## src/rtl/sdram_ovr_pkg.sv

```systemverilog
package sdram_ovr_pkg;

  localparam int MA_W  = 12;
  localparam int REG_W = 8;

  // Writable bits of the control byte; the rest always read zero.
  localparam logic [REG_W-1:0] CFG_WMASK = 8'h1F;
  localparam logic [REG_W-1:0] CFG_RESET = 8'h08;

  localparam logic [1:0] REF_ON = 2'b01;

  typedef struct packed {
    logic cs_n;
    logic ras_n;
    logic cas_n;
    logic we_n;
  } sd_cmd_t;

  localparam sd_cmd_t CMD_DESEL = 4'b1111;
  localparam sd_cmd_t CMD_NOP   = 4'b0111;
  localparam sd_cmd_t CMD_PALL  = 4'b0010;
  localparam sd_cmd_t CMD_MRS   = 4'b0000;
  localparam sd_cmd_t CMD_CBR   = 4'b0001;
  localparam sd_cmd_t CMD_READ  = 4'b0101;
  localparam sd_cmd_t CMD_WRITE = 4'b0100;

  typedef enum logic [2:0] {
    MODE_NORMAL = 3'd0,
    MODE_NOP    = 3'd1,
    MODE_PALL   = 3'd2,
    MODE_MRS    = 3'd3,
    MODE_CBR    = 3'd4
  } ovr_mode_e;

  typedef enum logic [1:0] {
    ST_IDLE,
    ST_CMD,
    ST_ACK,
    ST_REF
  } ovr_state_e;

  // Reserved codes fall back to normal command generation.
  function automatic ovr_mode_e eff_mode(input logic [2:0] code);
    if (code > 3'd4) return MODE_NORMAL;
    return ovr_mode_e'(code);
  endfunction

  // Forced commands that require a prior NOP.
  function automatic logic needs_init(input ovr_mode_e m);
    return (m == MODE_PALL) || (m == MODE_MRS) || (m == MODE_CBR);
  endfunction

  // MRS word: low 7 row bits carry burst length, wrap and latency.
  function automatic logic [MA_W-1:0] mrs_word(input logic [MA_W-1:0] row);
    return {{(MA_W-7){1'b0}}, row[6:0]};
  endfunction

  function automatic sd_cmd_t mode_cmd(input ovr_mode_e m, input logic we);
    case (m)
      MODE_NOP:  return CMD_NOP;
      MODE_PALL: return CMD_PALL;
      MODE_MRS:  return CMD_MRS;
      MODE_CBR:  return CMD_CBR;
      default:   return we ? CMD_WRITE : CMD_READ;
    endcase
  endfunction

  function automatic logic [MA_W-1:0] mode_addr(input ovr_mode_e m,
                                                input logic [MA_W-1:0] row);
    logic [MA_W-1:0] a;
    case (m)
      MODE_NOP:  a = '0;
      MODE_PALL: begin a = '0; a[10] = 1'b1; end
      MODE_MRS:  a = mrs_word(row);
      MODE_CBR:  a = '0;
      default:   a = row;
    endcase
    return a;
  endfunction

endpackage

```

## src/rtl/sdram_ovr_cfg_reg.sv

```systemverilog
module sdram_ovr_cfg_reg
  import sdram_ovr_pkg::*;
(
  input  logic             clk,
  input  logic             rst_n,
  input  logic             wr,
  input  logic [REG_W-1:0] wdata,
  output logic [REG_W-1:0] rdata,
  output logic [2:0]       mode_code,
  output logic [1:0]       ref_code
);

  logic [REG_W-1:0] cfg_q;

  always_ff @(posedge clk or negedge rst_n) begin
    if (!rst_n)  cfg_q <= CFG_RESET;
    else if (wr) cfg_q <= wdata & CFG_WMASK;
  end

  assign rdata     = cfg_q;
  assign mode_code = cfg_q[2:0];
  assign ref_code  = cfg_q[4:3];

endmodule

```

## src/rtl/sdram_ovr_refresh_timer.sv

```systemverilog
module sdram_ovr_refresh_timer #(
  parameter int REF_PERIOD = 780
) (
  input  logic clk,
  input  logic rst_n,
  input  logic enable,
  input  logic grant,
  output logic pending
);

  localparam int CNT_W = (REF_PERIOD > 2) ? $clog2(REF_PERIOD) : 1;
  localparam logic [CNT_W-1:0] LAST = CNT_W'(REF_PERIOD - 1);

  logic [CNT_W-1:0] cnt_q;
  logic             pend_q;
  logic             wrap;

  assign wrap = enable && (cnt_q == LAST);

  always_ff @(posedge clk or negedge rst_n) begin
    if (!rst_n) begin
      cnt_q <= '0;
    end else if (!enable || wrap) begin
      cnt_q <= '0;
    end else begin
      cnt_q <= cnt_q + 1'b1;
    end
  end

  always_ff @(posedge clk or negedge rst_n) begin
    if (!rst_n) begin
      pend_q <= 1'b0;
    end else if (!enable) begin
      pend_q <= 1'b0;
    end else if (wrap) begin
      pend_q <= 1'b1;
    end else if (grant) begin
      pend_q <= 1'b0;
    end
  end

  assign pending = pend_q;

endmodule

```

## src/rtl/sdram_ovr_cmd_gen.sv

```systemverilog
module sdram_ovr_cmd_gen
  import sdram_ovr_pkg::*;
(
  input  logic            clk,
  input  logic            rst_n,
  input  logic [2:0]      mode_code,
  input  logic            ref_enable,
  input  logic            ref_pending,
  input  logic            req,
  input  logic            we,
  input  logic [MA_W-1:0] row,
  output logic            ref_grant,
  output logic            req_issue,
  output logic            init_done,
  output logic            ack,
  output sd_cmd_t         cmd,
  output logic [MA_W-1:0] ma
);

  ovr_state_e      st_q, st_d;
  sd_cmd_t         cmd_q, cmd_d;
  logic [MA_W-1:0] ma_q, ma_d;
  logic            init_q;
  ovr_mode_e       mode;
  logic            blocked;

  assign mode      = eff_mode(mode_code);
  assign blocked   = needs_init(mode) && !init_q;
  assign ref_grant = (st_q == ST_IDLE) && ref_pending && ref_enable;
  assign req_issue = (st_q == ST_IDLE) && req && !ref_grant;

  always_comb begin
    st_d  = st_q;
    cmd_d = CMD_DESEL;
    ma_d  = '0;
    case (st_q)
      ST_IDLE: begin
        if (ref_grant) begin
          st_d  = ST_REF;
          cmd_d = CMD_CBR;
        end else if (req_issue) begin
          st_d = ST_CMD;
          if (!blocked) begin
            cmd_d = mode_cmd(mode, we);
            ma_d  = mode_addr(mode, row);
          end
        end
      end
      ST_CMD:  st_d = ST_ACK;
      ST_ACK:  st_d = ST_IDLE;
      default: st_d = ST_IDLE;
    endcase
  end

  always_ff @(posedge clk or negedge rst_n) begin
    if (!rst_n) begin
      st_q   <= ST_IDLE;
      cmd_q  <= CMD_DESEL;
      ma_q   <= '0;
      init_q <= 1'b0;
    end else begin
      st_q  <= st_d;
      cmd_q <= cmd_d;
      ma_q  <= ma_d;
      if (req_issue && (mode == MODE_NOP)) init_q <= 1'b1;
    end
  end

  assign ack       = (st_q == ST_ACK);
  assign cmd       = cmd_q;
  assign ma        = ma_q;
  assign init_done = init_q;

endmodule

```

## src/rtl/sdram_cmd_override.sv

```systemverilog
module sdram_cmd_override
  import sdram_ovr_pkg::*;
#(
  parameter int REF_PERIOD = 780
) (
  input  logic        clk,
  input  logic        rst_n,
  input  logic        reg_wr,
  input  logic [7:0]  reg_wdata,
  output logic [7:0]  reg_rdata,
  input  logic        cyc_req,
  input  logic        cyc_we,
  input  logic [11:0] cyc_row,
  output logic        cyc_ack,
  output logic        sd_cs_n,
  output logic        sd_ras_n,
  output logic        sd_cas_n,
  output logic        sd_we_n,
  output logic [11:0] sd_ma
);

  logic [2:0] mode_code;
  logic [1:0] ref_code;
  logic       ref_on;
  logic       ref_pending;
  logic       ref_grant;
  logic       req_issue;
  logic       nop_seen;
  sd_cmd_t    cmd;

  sdram_ovr_cfg_reg u_cfg (
    .clk       (clk),
    .rst_n     (rst_n),
    .wr        (reg_wr),
    .wdata     (reg_wdata),
    .rdata     (reg_rdata),
    .mode_code (mode_code),
    .ref_code  (ref_code)
  );

  assign ref_on = (ref_code == REF_ON) && (eff_mode(mode_code) == MODE_NORMAL);

  sdram_ovr_refresh_timer #(.REF_PERIOD(REF_PERIOD)) u_timer (
    .clk     (clk),
    .rst_n   (rst_n),
    .enable  (ref_on),
    .grant   (ref_grant),
    .pending (ref_pending)
  );

  sdram_ovr_cmd_gen u_gen (
    .clk         (clk),
    .rst_n       (rst_n),
    .mode_code   (mode_code),
    .ref_enable  (ref_on),
    .ref_pending (ref_pending),
    .req         (cyc_req),
    .we          (cyc_we),
    .row         (cyc_row),
    .ref_grant   (ref_grant),
    .req_issue   (req_issue),
    .init_done   (nop_seen),
    .ack         (cyc_ack),
    .cmd         (cmd),
    .ma          (sd_ma)
  );

  assign sd_cs_n  = cmd.cs_n;
  assign sd_ras_n = cmd.ras_n;
  assign sd_cas_n = cmd.cas_n;
  assign sd_we_n  = cmd.we_n;

endmodule

```

## config.mk

```make
export PLATFORM = sky130hd
export DESIGN_NAME = sdram_cmd_override
export DESIGN_NICKNAME = d
export VERILOG_FILES = /design/src/rtl/sdram_ovr_pkg.sv /design/src/rtl/sdram_ovr_cfg_reg.sv /design/src/rtl/sdram_ovr_refresh_timer.sv /design/src/rtl/sdram_ovr_cmd_gen.sv /design/src/rtl/sdram_cmd_override.sv
export SDC_FILE = /design/constraint.sdc
export NUM_CORES = 1
export LEC_CHECK = 0
export BUFFER_PORTS_ARGS = -buffer_cell sky130_fd_sc_hd__buf_2
export CAP_MARGIN = 25
export CORE_AREA = 2 2 62 64
export DETAILED_ROUTE_END_ITERATION = 10
export DIE_AREA = 0 0 64 66
export GPL_TIMING_DRIVEN = 0
export PLACE_DENSITY = 0.8
export SLEW_MARGIN = 0
export SYNTH_ARGS = -nofsm -noshare
export SYNTH_HDL_FRONTEND = slang
export SYNTH_SLANG_ARGS = --single-unit
```

## constraint.sdc

```tcl
create_clock -name clk -period 1.8 [get_ports clk]
set_input_delay 0.18 -clock clk [delete_from_list [all_inputs] [get_ports clk]]
set_output_delay 0.18 -clock clk [all_outputs]
set_load 0.05 [all_outputs]
```

-- Word-level counts from Yosys, hierarchy flattened
Cells that the tools add are included.
- flip-flop bits (word level): 35
- bits in read-only memories: 0
- bits in latches: 0
- memory bits (writable): 0
- output and inout bits: 25
- bits of input ports: 25
- memories: 0
- add/subtract/negate cells: 1
- equal/unequal tests: 10
- magnitude comparators: 1
- mux-type cells: 21
- reduce and logical (&&, ||, !) cells: 17
- bitwise operators: 0
- multipliers: 0
- shift operators: 0
- div/mod/pow operators: 0
- operators by type and width (kind ; count):
    $mux 12 ; 4
    $pmux 12 s3 ; 1
    $mux 4 ; 4
    $pmux 4 s4 ; 1
    $add 10x1->10 const B ; 1
    $eq 10x10->1 const B ; 1
    $mux 10 ; 1
    $logic_and 1x1->1 ; 8
    $eq 3x2->1 const B ; 2
    $mux 3 ; 2
    $mux 1 ; 5
    $eq 2x1->1 const B ; 2
    $mux 2 ; 2
    $pmux 2 s2 ; 1
    $eq 3x1->1 const B ; 1
    $eq 3x3->1 const B ; 1
    $gt 3x3->1 const B ; 1
    $logic_not 1->1 ; 3
    $logic_not 3->1 ; 1
    $logic_or 1x1->1 ; 3
    $ne 3x1->1 const B ; 1
    $ne 3x3->1 const B ; 1
    $eq 2x2->1 const B ; 1
    $logic_not 2->1 ; 1
    $reduce_or 2->1 ; 1

-- Logic depth before layout (Yosys ltp)
Gate-level depths: netlist of run 1.
- word-level depth: 11
- mapped depth: 5

-- By module
A second synthesis of run 1 with hierarchy kept.
- cell total of the unflattened synthesis: 155
- area total of the unflattened synthesis: 1657.8 sq um
- modules (own cells, without submodules) (module ; cells each ; sequential area each (sq um) ; area an instance (sq um) ; instances):
    sdram_ovr_cmd_gen ; 81 ; 480.5 ; 859.6 ; 1
    sdram_ovr_refresh_timer ; 51 ; 275.3 ; 529.3 ; 1
    sdram_ovr_cfg_reg ; 19 ; 126.4 ; 246.5 ; 1
    sdram_cmd_override ; 4 ; 0.0 ; 22.5 ; 1

-- Worst setup path after synthesis of run 1
Ideal clock, no wire load.
- path type: flip-flop to flip-flop
- from: reg u_cfg.cfg_q[1], in the netlist u_cfg.rdata[1]
- to: reg u_gen.ma_q[0], in the netlist u_gen.ma[0]
- path buffers: 0
- stages on the path, launching flop included: 5
- arrival: 1.823 ns
- slack: -0.142 ns
- cells stage by stage: dfrtp_1 or3_4 a2111oi_4 a311oi_2 and2_1
- word-level cells in the longest chain between the ends: 11
- elaborated cells between the ends (all ways): 21
- RTL lines (what ; line ; RTL):
    start, declared ; sdram_ovr_cfg_reg.sv:13 ; logic [REG_W-1:0] cfg_q;
    start signal, assigned ; sdram_ovr_cfg_reg.sv:17 ; else if (wr) cfg_q <= wdata & CFG_WMASK;
    $gt 3x3->1 ; sdram_ovr_pkg.sv:44 ; if (code > 3'd4) return MODE_NORMAL;
    $mux 1 ; sdram_ovr_pkg.sv:44 ;
    $mux 3 (*) ; sdram_ovr_pkg.sv:45 ; return ovr_mode_e'(code);
    branches (longest 6 deep; another with $pmux 12 s3) ; n/a ;
    $mux 12 (*) ; sdram_ovr_cmd_gen.sv:38 ; if (ref_grant) begin
    $mux 12 (*) ; sdram_ovr_cmd_gen.sv:36 ; case (st_q)
    named net u_gen.ma_d[0] ; sdram_ovr_cmd_gen.sv:22 ; logic [MA_W-1:0] ma_q, ma_d;
    end signal, assigned ; sdram_ovr_cmd_gen.sv:64 ; ma_q <= ma_d;
    end, declared ; sdram_ovr_cmd_gen.sv:22 ;
Mark *: on every way through the listed nets, which the timed path passes.
A chain may end at the register's enable or synchronous reset.

==> results.md, run 1 <==
- Maximum vdd drop: 0.574 mV
- Max Clock Skew: around 2.5 ps
- Number of enable-type register cells in the synthesized netlist: 0
- Bufs on Longest Clock Path: 2
- Critical-path top delay cell: dfrtp_2
- Most common cell in the netlist: dfrtp_1
- Top cell types by occurrence after synthesis: dfrtp_1, nor2_1, nand2_1
- Filler cell count in the final layout: around 340
- Crit path kind: reg -> reg
- Core occupancy in the finished layout: 0.549
- Maximum single-stage delay on the critical path: between 400 and 500 ps
- Non-filler cells in the finished layout: roughly 240
- Cell Count Post-Placement: around 230
- Leakage power: 0.938 nW
- CTS tree: yes
- Gr ovfl total: 0
- Outcome: finished clean
- Critical register-to-register path startpoint: u_cfg.rdata[0]$_DFFE_PN0P_
- Global-route usage over all layers: 0.148
- Die area: 4220 um^2
- Aggregate routed wire length: 2870 um
- Number of remaining DRC errors: 0
- Worst setup path end: u_gen.cmd[0]$_DFF_PN1_
- Routed WL per cell: roughly 12 um
- Number of antenna violations at the first check in global routing: 0
- Slew headroom: 0.510
- Number of library cell types mapped by synthesis: 39
- Depth of the worst register-to-register path: 6
- 1st-pass router iterations: 4
- Number of ports placed on the die boundary: 50
- Netlist area before placement: roughly 1500 um^2
- Synth Flop Type: dfrtp_1
- Cell count after synthesis: 139
- Post-synth top area cell: dfrtp_1
- Setup slack on the worst flop-to-flop path: around 65 ps
- Clock transition at the registers of the reported paths: ~100 ps
- Required time reported for the critical path endpoint: slightly above 2000 ps
- H-tree Lvls: 2
- Startpoint class of the critical path: flip-flop
- Mean instance size in the synthesized netlist: approximately 11 um^2
- Classification of the worst-slack hold path: in -> reg
- Critical path peak fanout: 10
- Async S/R FF share, synth: 1.00
- Wire length of the first global-routing pass: approximately 4700 um
- Layout cells sized above 1: 0.398
- CP cell instances: clkbuf_2 > o21ai_4 > a2111oi_4 > buf_4 > or3b_4 > a211o_1
- Post-synthesis sequential area ratio: 0.571
- Measured slew at the worst slew-check pin: 735 ps
- Number of hold violations in the final report: 0
- Vias in the first global route: between 1000 and 1500
- Root Buffer Master: clkbuf_4
- Die outline width: about 64 um
- Area share of the largest cell type after synthesis: 0.486
- Biggest area contributors in the synthesized netlist: dfrtp_1, dfstp_2, nor2_1
- Warnings from Yosys: 0
- Final Wtd Congestion: 0.780
- Power density relative to cell area: a little under 900 nW/um^2
- Net count of the finished layout: 221
- P&R area growth vs syn: 26.3%
- Vias per cell: 4.81
- Overall die height: between 60 and 70 um
- Count of antenna diodes in the layout: 0
- Total number of vias: between 1000 and 1500
- Arrival time of the worst setup path: roughly 2000 ps
- Final Setup Violations: 0
- Type of element capturing the critical path: flip-flop
- Initial cell density of the core: 0.435
- Area of the core: around 3600 um^2
- Pin count of the biggest net entering global routing: 36
- Number of routed nets with antenna violations: 0
- Endpoint of the worst-slack reg-to-reg timing path: u_gen.cmd[0]$_DFF_PN1_
- Total power of the final layout: approximately 1.7 mW
- Achievable clock frequency: just under 0.6 GHz
- DRC marker count from the first detailed-route iteration: 23
- TritonCTS sink count: 35
- Pins Over Slew Limit: 0
- Share of the cycle needed by the critical path after routing: 0.964
- Half-perimeter wire length of the detailed placement result: 2110 um
- Yosys reg bits: 35
- Number of max-cap violations: 0
- Port Buf Inserts: 43
- TritonCTS Buffers: 5
- Minimum clock period after layout: around 1700 ps
- Start point of the critical path: u_cfg.rdata[0]$_DFFE_PN0P_
- Row Count: 22
- Clock latency at the later pin of the worst-skew pair: approximately 330 ps
logic make-up (layout without fill, tap and decap cells):
| family | after synthesis | after routing | share of synthesized area |
|---|---|---|---|
| AOI/OAI and AO/OA | 20 | 20 | 0.101 |
| xor gates and xnor gates | 8 | 8 | 0.0454 |
| adders and majority gates | 1 | 1 | 0.00810 |
| buffers and inverters | 12 | 67 | 0.0365 |
| DFF | 35 | 35 | 0.571 |
| muxes | 4 | 4 | 0.0292 |
| other | 1 | 3 | 0.00243 |
| and+or+nand+nor | 58 | 58 | 0.206 |
area by class of cell:
class / count / area [um^2] / area share
clock buffers: 8 / 68.8 / 0.0353
multi-input cells: 94 / 627 / 0.322
well taps: 48 / 60.1 / 0.0308
flip-flops and latches: 35 / 886 / 0.454
plain buffers: 6 / 37.5 / 0.0193
repair buffers: 47 / 248 / 0.127
inverters: 6 / 22.5 / 0.0116
routing by layer:
layer | global-route usage | share of wire | vias up
met5 | 0 | 0 | -
met4 | 0.0571 | 0.015 | 0
met3 | 0.0511 | 0.061 | 5
met2 | 0.262 | 0.52 | 31
met1 | 0.164 | 0.40 | 558
li1 | - | - | 580
timing repair:
item / in CTS / in global routing
hold buffers: 1 / 0
endpoints found under the hold margin: 30 / 0
resized for setup: 1 / 7
setup endpoints to repair: 8 / 18
pin swaps: 1 / 2
buffers inserted: 1 / 2
layout by cell type, fill, tap and decap left out, types with 4 or more instances in the layout:
cell      instances
buf_2            44
xor2_1            5
dfrtp_1          27
clkbuf_4          5
mux2_2            4
buf_4             6
dfstp_2           5
nor3b_1           5
nand2_1           8
nor2_1           17
and2_1            7
o21ai_0           6
inv_1             6
power breakdown:
group	leakage, nW	switching, mW	total (mW)	internal [mW]
Combinational	0.451	0.283	0.401	0.119
Sequential	0.448	0.0239	0.864	0.840
Clock	0.0386	0.244	0.474	0.230
worst min-delay path by stage:
stage	startpoint	slack [ps]	endpoint	depth (start not counted)
after floorplan	rst_n	-120	u_cfg.rdata[0]$_DFFE_PN0P_	0
after global placement	rst_n	290	u_timer.cnt_q[3]$_DFF_PN0_	1
after detailed placement	rst_n	300	u_timer.cnt_q[3]$_DFF_PN0_	1
after CTS	cyc_row[0]	30	u_gen.ma[0]$_DFF_PN0_	2
after global routing	cyc_row[5]	40	u_gen.ma[5]$_DFF_PN0_	2
final	cyc_row[5]	50	u_gen.ma[5]$_DFF_PN0_	2
registers in the layout (all words and copies together), names as in the netlist:
register / count
u_cfg.rdata: 5
u_gen.init_done: 1
u_gen.cmd: 4
u_timer.pending: 1
u_gen.ma: 12
u_timer.cnt_q: 10
u_gen.st_q: 2
critical path: cells and delay by family, from the launching register on:
kind	cells	cell delay, ps
compound gates	3	520
flops	1	420
simple gates	1	370
buf+inv	2	370
stage by stage:
step	setup slack, ps	area, um^2	TNS [ps]	hold slack [ps]
after CTS	20.7	1920	0	31.8
after global placement	-49.2	1830	-320	292
after floorplan	3.34	1560	0	-116
after global routing	-1.18	1950	-1.18	35.5
after detailed placement	-60.4	1830	-381	296
final	64.6	1950	0	49.5
Note: power is estimated with default switching activity, not from simulation.
==> run 2, diff against run 1 <==
--- a/config.mk
+++ b/config.mk
@@ -12,7 +12,7 @@
 export DIE_AREA = 0 0 64 66
 export GPL_TIMING_DRIVEN = 0
 export PLACE_DENSITY = 0.8
-export SLEW_MARGIN = 0
+export SETUP_SLACK_MARGIN = 0.1
 export SYNTH_ARGS = -nofsm -noshare
 export SYNTH_HDL_FRONTEND = slang
 export SYNTH_SLANG_ARGS = --single-unit
==> results.md, run 2 (same netlist as run 1, synthesis figures left out) <==
- Top library cells by usage in the layout, fill and taps aside: buf_2, dfrtp_1, nor2_1, buf_4 (was buf_2, dfrtp_1, nor2_1, nand2_1, and2_1)
- Filler cell count in the final layout: 319 (was 338)
- Outcome: finished clean (unchanged)
- Clock power frac: 0.237 (was 0.272)
- Overall die height: 66 um (unchanged)
- Required time reported for the critical path endpoint: 2060 ps (was 2070 ps)
- RSZ-0062 raised after global routing: true
- Setup slack on the worst flop-to-flop path: 100 ps (was 60 ps)
- Share of the cycle needed by the critical path after routing: 0.945 (was 0.964)
- Psw: 572 uW (was 551 uW)
- Leading cell type in the layout, fill and taps excluded: buf_2 (unchanged)
- DRC marker count from the first detailed-route iteration: 53 (was 23)
- 1st-pass router iterations: 4 (unchanged)
- TritonCTS sink count: 35 (unchanged)
- Net count of the finished layout: 226 (was 221)
- Port Buf Inserts: 43 (unchanged)
- Final hold slack: 43.0 ps (was 49.5 ps)
- Number of antenna violations at the first check in global routing: 0 (unchanged)
- Count of antenna diodes in the layout: 0 (unchanged)
- Maximum vdd drop: 0.488 mV (was 0.574 mV)
- Max reg flops: 12 (unchanged)
- Root Buffer Master: clkbuf_4 (unchanged)
- Achievable clock frequency: 0.588 GHz (was 0.576 GHz)
- P&R area growth vs syn: 29.8% (was 26.3%)
- Total power of the final layout: 1.70 mW (was 1.74 mW)
- Pins Over Slew Limit: 0 (unchanged)
- Die area: 4220 um^2 (unchanged)
- Classification of the worst-slack hold path: in -> reg (unchanged)
- Number of remaining DRC errors: 0 (unchanged)
- Initial cell density of the core: 0.435 (unchanged)
- Final Wtd Congestion: 0.768 (was 0.780)
- Number of hold violations in the final report: 0 (unchanged)
- Setup_tns: 0 ps (unchanged)
- Layout cells sized above 1: 0.418 (was 0.398)
- Number of routed nets with antenna violations: 0 (unchanged)
- CTS tree: yes (unchanged)
- Critical path peak fanout: 5 (was 10)
- Core occupancy in the finished layout: 0.564 (was 0.549)
- TritonCTS Buffers: 5 (unchanged)
- Total number of vias: 1181 (was 1174)
- Max Clock Skew: 16.6 ps (was 2.51 ps)
- Power density relative to cell area: 850 nW/um^2 (was 892 nW/um^2)
- Wire length of the first global-routing pass: 5210 um (was 4730 um)
- Row Count: 22 (unchanged)
- Proportion of power drawn by combinational gates: 0.255 (was 0.231)
- Measured slew at the worst slew-check pin: 763 ps (was 735 ps)
- Leakage power: 0.961 nW (was 0.938 nW)
- Crit path kind: reg -> reg (unchanged)
- Bufs on Longest Clock Path: 2 (unchanged)
- Register share of total power: 0.508 (was 0.497)
- Number of ports placed on the die boundary: 50 (unchanged)
- Pin count of the biggest net entering global routing: 36 (unchanged)
- Sw Ratio: 0.336 (was 0.317)
- Startpoint class of the critical path: flip-flop (unchanged)
- Clock latency at the later pin of the worst-skew pair: 340 ps (was 330 ps)
- Aggregate routed wire length: 3120 um (was 2870 um)
- Cell internal pwr: 1.13 mW (was 1.19 mW)
- Number of max-cap violations: 0 (unchanged)
- Routed WL per cell: 12.5 um (was 11.8 um)
- Die outline width: 64 um (unchanged)
- Arrival time of the worst setup path: 1960 ps (was 2000 ps)
- Global-route usage over all layers: 0.162 (was 0.148)
- Slew headroom: 0.491 (was 0.510)
- Gr ovfl total: 0 (unchanged)
- H-tree Lvls: 2 (unchanged)
- Vias in the first global route: 1185 (was 1101)
- Final Setup Violations: 0 (unchanged)
- Half-perimeter wire length of the detailed placement result: 2100 um (was 2110 um)
- Clock transition at the registers of the reported paths: 100 ps (about the same)
- Vias per cell: 4.74 (was 4.81)
- Type of element capturing the critical path: flip-flop (unchanged)
- Minimum clock period after layout: 1700 ps (was 1740 ps)
- Area of the core: 3550 um^2 (unchanged)
-- run 2: critical path, stage by stage (launching register included) --
cell       delay, ps
dfrtp_2          430
buf_4            150
o21ai_4          170
a2111oi_4         80
buf_4            160
or3b_4           400
a211o_1          230
-- run 2: worst paths after layout --
check,from,to,depth (start not counted)
max,u_cfg.rdata[1]$_DFFE_PN0P_,u_gen.cmd[0]$_DFF_PN1_,6
min,cyc_row[2],u_gen.ma[2]$_DFF_PN0_,2
max reg2reg,u_cfg.rdata[1]$_DFFE_PN0P_,u_gen.cmd[0]$_DFF_PN1_,6
min reg2reg,u_gen.st_q[1]$_DFFE_PN0P_,u_gen.st_q[1]$_DFFE_PN0P_,1
max in group asynchronous,rst_n,u_cfg.rdata[1]$_DFFE_PN0P_,2
min in group asynchronous,rst_n,u_timer.cnt_q[2]$_DFF_PN0_,2
-- run 2: power by group through the flow --
stage                     Combinational (mW)  Sequential (mW)  Clock [mW]
after global routing                   0.469            0.873       0.466
after global placement                 0.390            0.879           0
after CTS                              0.415            0.868       0.416
final                                  0.434            0.866       0.404
after floorplan                        0.150             1.02           0
after detailed placement               0.395            0.880           0
-- run 2: area by class of cell --
| cell class | count | area, um^2 | area share |
|---|---|---|---|
| multi-input combinational | 94 | 656 | 0.327 |
| tap | 48 | 60.1 | 0.0300 |
| buffer | 6 | 46.3 | 0.0231 |
| sequential | 35 | 886 | 0.442 |
| timing repair buffer | 52 | 285 | 0.142 |
| inverter | 6 | 22.5 | 0.0112 |
| clock buffer | 8 | 48.8 | 0.0243 |
-- run 2: timing repair --
action / 4_1_cts / 5_1_grt
resized for setup: 5 / 7
buffers inserted: 6 / 2
setup endpoints to repair: 22 / 26
hold endpoints to repair: 30 / 0
pin swaps: 4 / 7
hold buffers: 1 / 0
-- run 2: metal layers --
| layer | wire length [um] | up-vias | track usage |
|---|---|---|---|
| li1 | - | 587 | - |
| met1 | 1360 | 559 | 0.188 |
| met2 | 1570 | 30 | 0.285 |
| met3 | 156 | 5 | 0.0494 |
| met4 | 41 | 0 | 0.0489 |
| met5 | 0 | - | 0 |
-- run 2: through the flow --
| step | instance area (um^2) | setup WS [ps] | cells |
|---|---|---|---|
| floorplan | 1570 | 32.6 | 141 |
| global placement | 1840 | -2.72 | 232 |
| detailed placement | 1840 | -16.0 | 232 |
| CTS | 1970 | 58.5 | 247 |
| global route | 2000 | 38.3 | 249 |
| finish | 2000 | 98.2 | 249 |
==> run 3, diff against run 2 <==
--- a/config.mk
+++ b/config.mk
@@ -7,11 +7,11 @@
 export LEC_CHECK = 0
 export BUFFER_PORTS_ARGS = -buffer_cell sky130_fd_sc_hd__buf_2
 export CAP_MARGIN = 25
-export CORE_AREA = 2 2 62 64
+export CORE_AREA = 4 4 64 66
 export DETAILED_ROUTE_END_ITERATION = 10
-export DIE_AREA = 0 0 64 66
+export DIE_AREA = 0 0 68 70
 export GPL_TIMING_DRIVEN = 0
-export PLACE_DENSITY = 0.8
+export PLACE_DENSITY = 0.73
 export SETUP_SLACK_MARGIN = 0.1
 export SYNTH_ARGS = -nofsm -noshare
 export SYNTH_HDL_FRONTEND = slang
==> results.md, run 3 (same netlist as run 1, synthesis figures left out) <==
- Outcome: finished clean (unchanged)
- Net count of the finished layout: 223 (was 226)
- H-tree Lvls: 2 (unchanged)
- Pre-CTS worst setup slack: -12.7 ps (was -16.0 ps)
- RSZ-0062 raised after global routing: true (unchanged)
- Critical path peak fanout: 7 (was 5)
- Root Buffer Master: clkbuf_4 (unchanged)
- Global-route usage over all layers: 0.144 (was 0.162)
- CTS tree: yes (unchanged)
- Number of ports placed on the die boundary: 50 (unchanged)
- Final Setup Violations: 0 (unchanged)
- Bufs on Longest Clock Path: 2 (unchanged)
- Gr ovfl total: 0 (unchanged)
- Number of routed nets with antenna violations: 0 (unchanged)
- Area of the core: 3580 um^2 (was 3550 um^2)
- Final Wtd Congestion: 0.800 (was 0.768)
- Number of antenna violations at the first check in global routing: 0 (unchanged)
- Number of max-cap violations: 0 (unchanged)
- Leakage power: 0.970 nW (was 0.961 nW)
- Vias per cell: 4.81 (was 4.74)
- P&R area growth vs syn: 31.5% (was 29.8%)
- Max reg flops: 12 (unchanged)
- Classification of the worst-slack hold path: in -> reg (unchanged)
- Aggregate routed wire length: 3210 um (was 3120 um)
- TritonCTS Buffers: 5 (unchanged)
- Arrival time of the worst setup path: 1920 ps (was 1960 ps)
- Top library cells by usage in the layout, fill and taps aside: buf_2, dfrtp_1, nor2_1, nand2_1 (was buf_2, dfrtp_1, nor2_1, buf_4)
- Half-perimeter wire length of the detailed placement result: 2310 um (was 2100 um)
- PnR worst setup slack: 110 ps (was 98.2 ps)
- Measured slew at the worst slew-check pin: 754 ps (was 763 ps)
- Crit path kind: reg -> reg (unchanged)
- Number of hold violations in the final report: 0 (unchanged)
- Layout cells sized above 1: 0.414 (was 0.418)
- Die area: 4760 um^2 (was 4220 um^2)
- Die outline width: 68 um (was 64 um)
- Overall die height: 70 um (was 66 um)
- TritonCTS sink count: 35 (unchanged)
- Cell Count Post-Placement: 232 (unchanged)
- Port Buf Inserts: 43 (unchanged)
- Total number of vias: 1183 (was 1181)
- Initial cell density of the core: 0.431 (was 0.435)
- Pins Over Slew Limit: 0 (unchanged)
- 1st-pass router iterations: 4 (unchanged)
- Achievable clock frequency: 0.592 GHz (was 0.588 GHz)
- Non-filler cells in the finished layout: 246 (was 249)
- Max Clock Skew: 11.4 ps (was 16.6 ps)
- Vias in the first global route: 1171 (was 1185)
- Clock latency at the later pin of the worst-skew pair: 340 ps (about the same)
- DRC marker count from the first detailed-route iteration: 24 (was 53)
- Routed WL per cell: 13.0 um (was 12.5 um)
- Type of element capturing the critical path: flip-flop (unchanged)
- Clock transition at the registers of the reported paths: 110 ps (was 100 ps)
- Leading cell type in the layout, fill and taps excluded: buf_2 (unchanged)
- Maximum vdd drop: 0.530 mV (was 0.488 mV)
- Power density relative to cell area: 971 nW/um^2 (was 850 nW/um^2)
- Number of remaining DRC errors: 0 (unchanged)
- Share of the cycle needed by the critical path after routing: 0.939 (was 0.945)
- Filler cell count in the final layout: 317 (was 319)
- Slew headroom: 0.498 (was 0.491)
- Wire length of the first global-routing pass: 5190 um (was 5210 um)
- Pin count of the biggest net entering global routing: 36 (unchanged)
- Count of antenna diodes in the layout: 0 (unchanged)
- Startpoint class of the critical path: flip-flop (unchanged)
- Minimum clock period after layout: 1690 ps (was 1700 ps)
- Required time reported for the critical path endpoint: 2030 ps (was 2060 ps)
- Row Count: 22 (unchanged)
[run 3: cell count changes in the layout (fill, tap and decap cells not counted), moves of 2 or more]
cell	delta
nor3b_1	+2
nor3b_2	-2
clkbuf_1	-2
buf_4	-4
bufinv_16	+2
[run 3: worst max-delay path, cell delays in order, from the launching register on]
cell,delay [ps]
dfrtp_2,430
or3_4,430
a2111oi_4,310
buf_6,170
a311oi_4,60
and2_1,190
[run 3: where the power goes]
group | switching [mW] | total, mW | internal [mW] | leakage (nW)
sequential | 0.0255 | 0.866 | 0.840 | 0.448
combinational | 0.292 | 0.421 | 0.129 | 0.469
clock | 0.253 | 0.686 | 0.434 | 0.0525
[run 3: final cells by class]
cell class	instances	area, um^2	area share
inverter	6	22.5	0.0111
clock inverter	2	60.1	0.0296
tap	48	60.1	0.0296
buffer	6	47.5	0.0234
multi-input combinational	94	647	0.319
sequential	35	886	0.436
clock buffer	6	41.3	0.0203
timing repair buffer	49	267	0.131
[run 3: routing by layer]
| metal | vias up | GRT usage | wire length, um |
|---|---|---|---|
| met1 | 561 | 0.162 | 1210 |
| li1 | 584 | - | - |
| met2 | 34 | 0.243 | 1760 |
| met3 | 4 | 0.0482 | 193 |
| met4 | 0 | 0.0596 | 39 |
| met5 | - | 0 | 0 |
[run 3: path summary, 6_finish.rpt]
path                                                 start                         end  slack, ps  depth (start not counted)
worst min-delay path                            cyc_row[0]       u_gen.ma[0]$_DFF_PN0_         50                          2
max in group asynchronous                            rst_n  u_cfg.rdata[0]$_DFFE_PN0P_        830                          2
min in group asynchronous                            rst_n   u_gen.st_q[0]$_DFFE_PN0P_        440                          2
worst min register to register   u_gen.st_q[1]$_DFFE_PN0P_   u_gen.st_q[1]$_DFFE_PN0P_        480                          1
worst max-delay path            u_cfg.rdata[2]$_DFFE_PN0P_       u_gen.ma[3]$_DFF_PN0_        110                          5
worst max register to register  u_cfg.rdata[2]$_DFFE_PN0P_       u_gen.ma[3]$_DFF_PN0_        110                          5
[run 3: timing repair]
action | CTS | global route
resized for setup | 3 | 9
buffers inserted | 4 | 1
endpoints found under the hold margin | 30 | 0
hold buffers | 1 | 0
pin swaps | 1 | 12
gates cloned | 0 | 0
endpoints found under the setup margin | 22 | 24
[run 3: per-stage QoR]
step	power, mW	utilization	hold WS (ps)	area [um^2]	setup TNS (ps)
floorplan	1.17	-	-116	1570	0
global placement	1.27	0.515	279	1840	0
detailed placement	1.28	0.515	292	1840	-55.7
CTS	1.98	0.558	41.9	2000	0
global route	2.07	0.567	17.4	2030	0
finish	1.97	0.567	50.2	2030	0
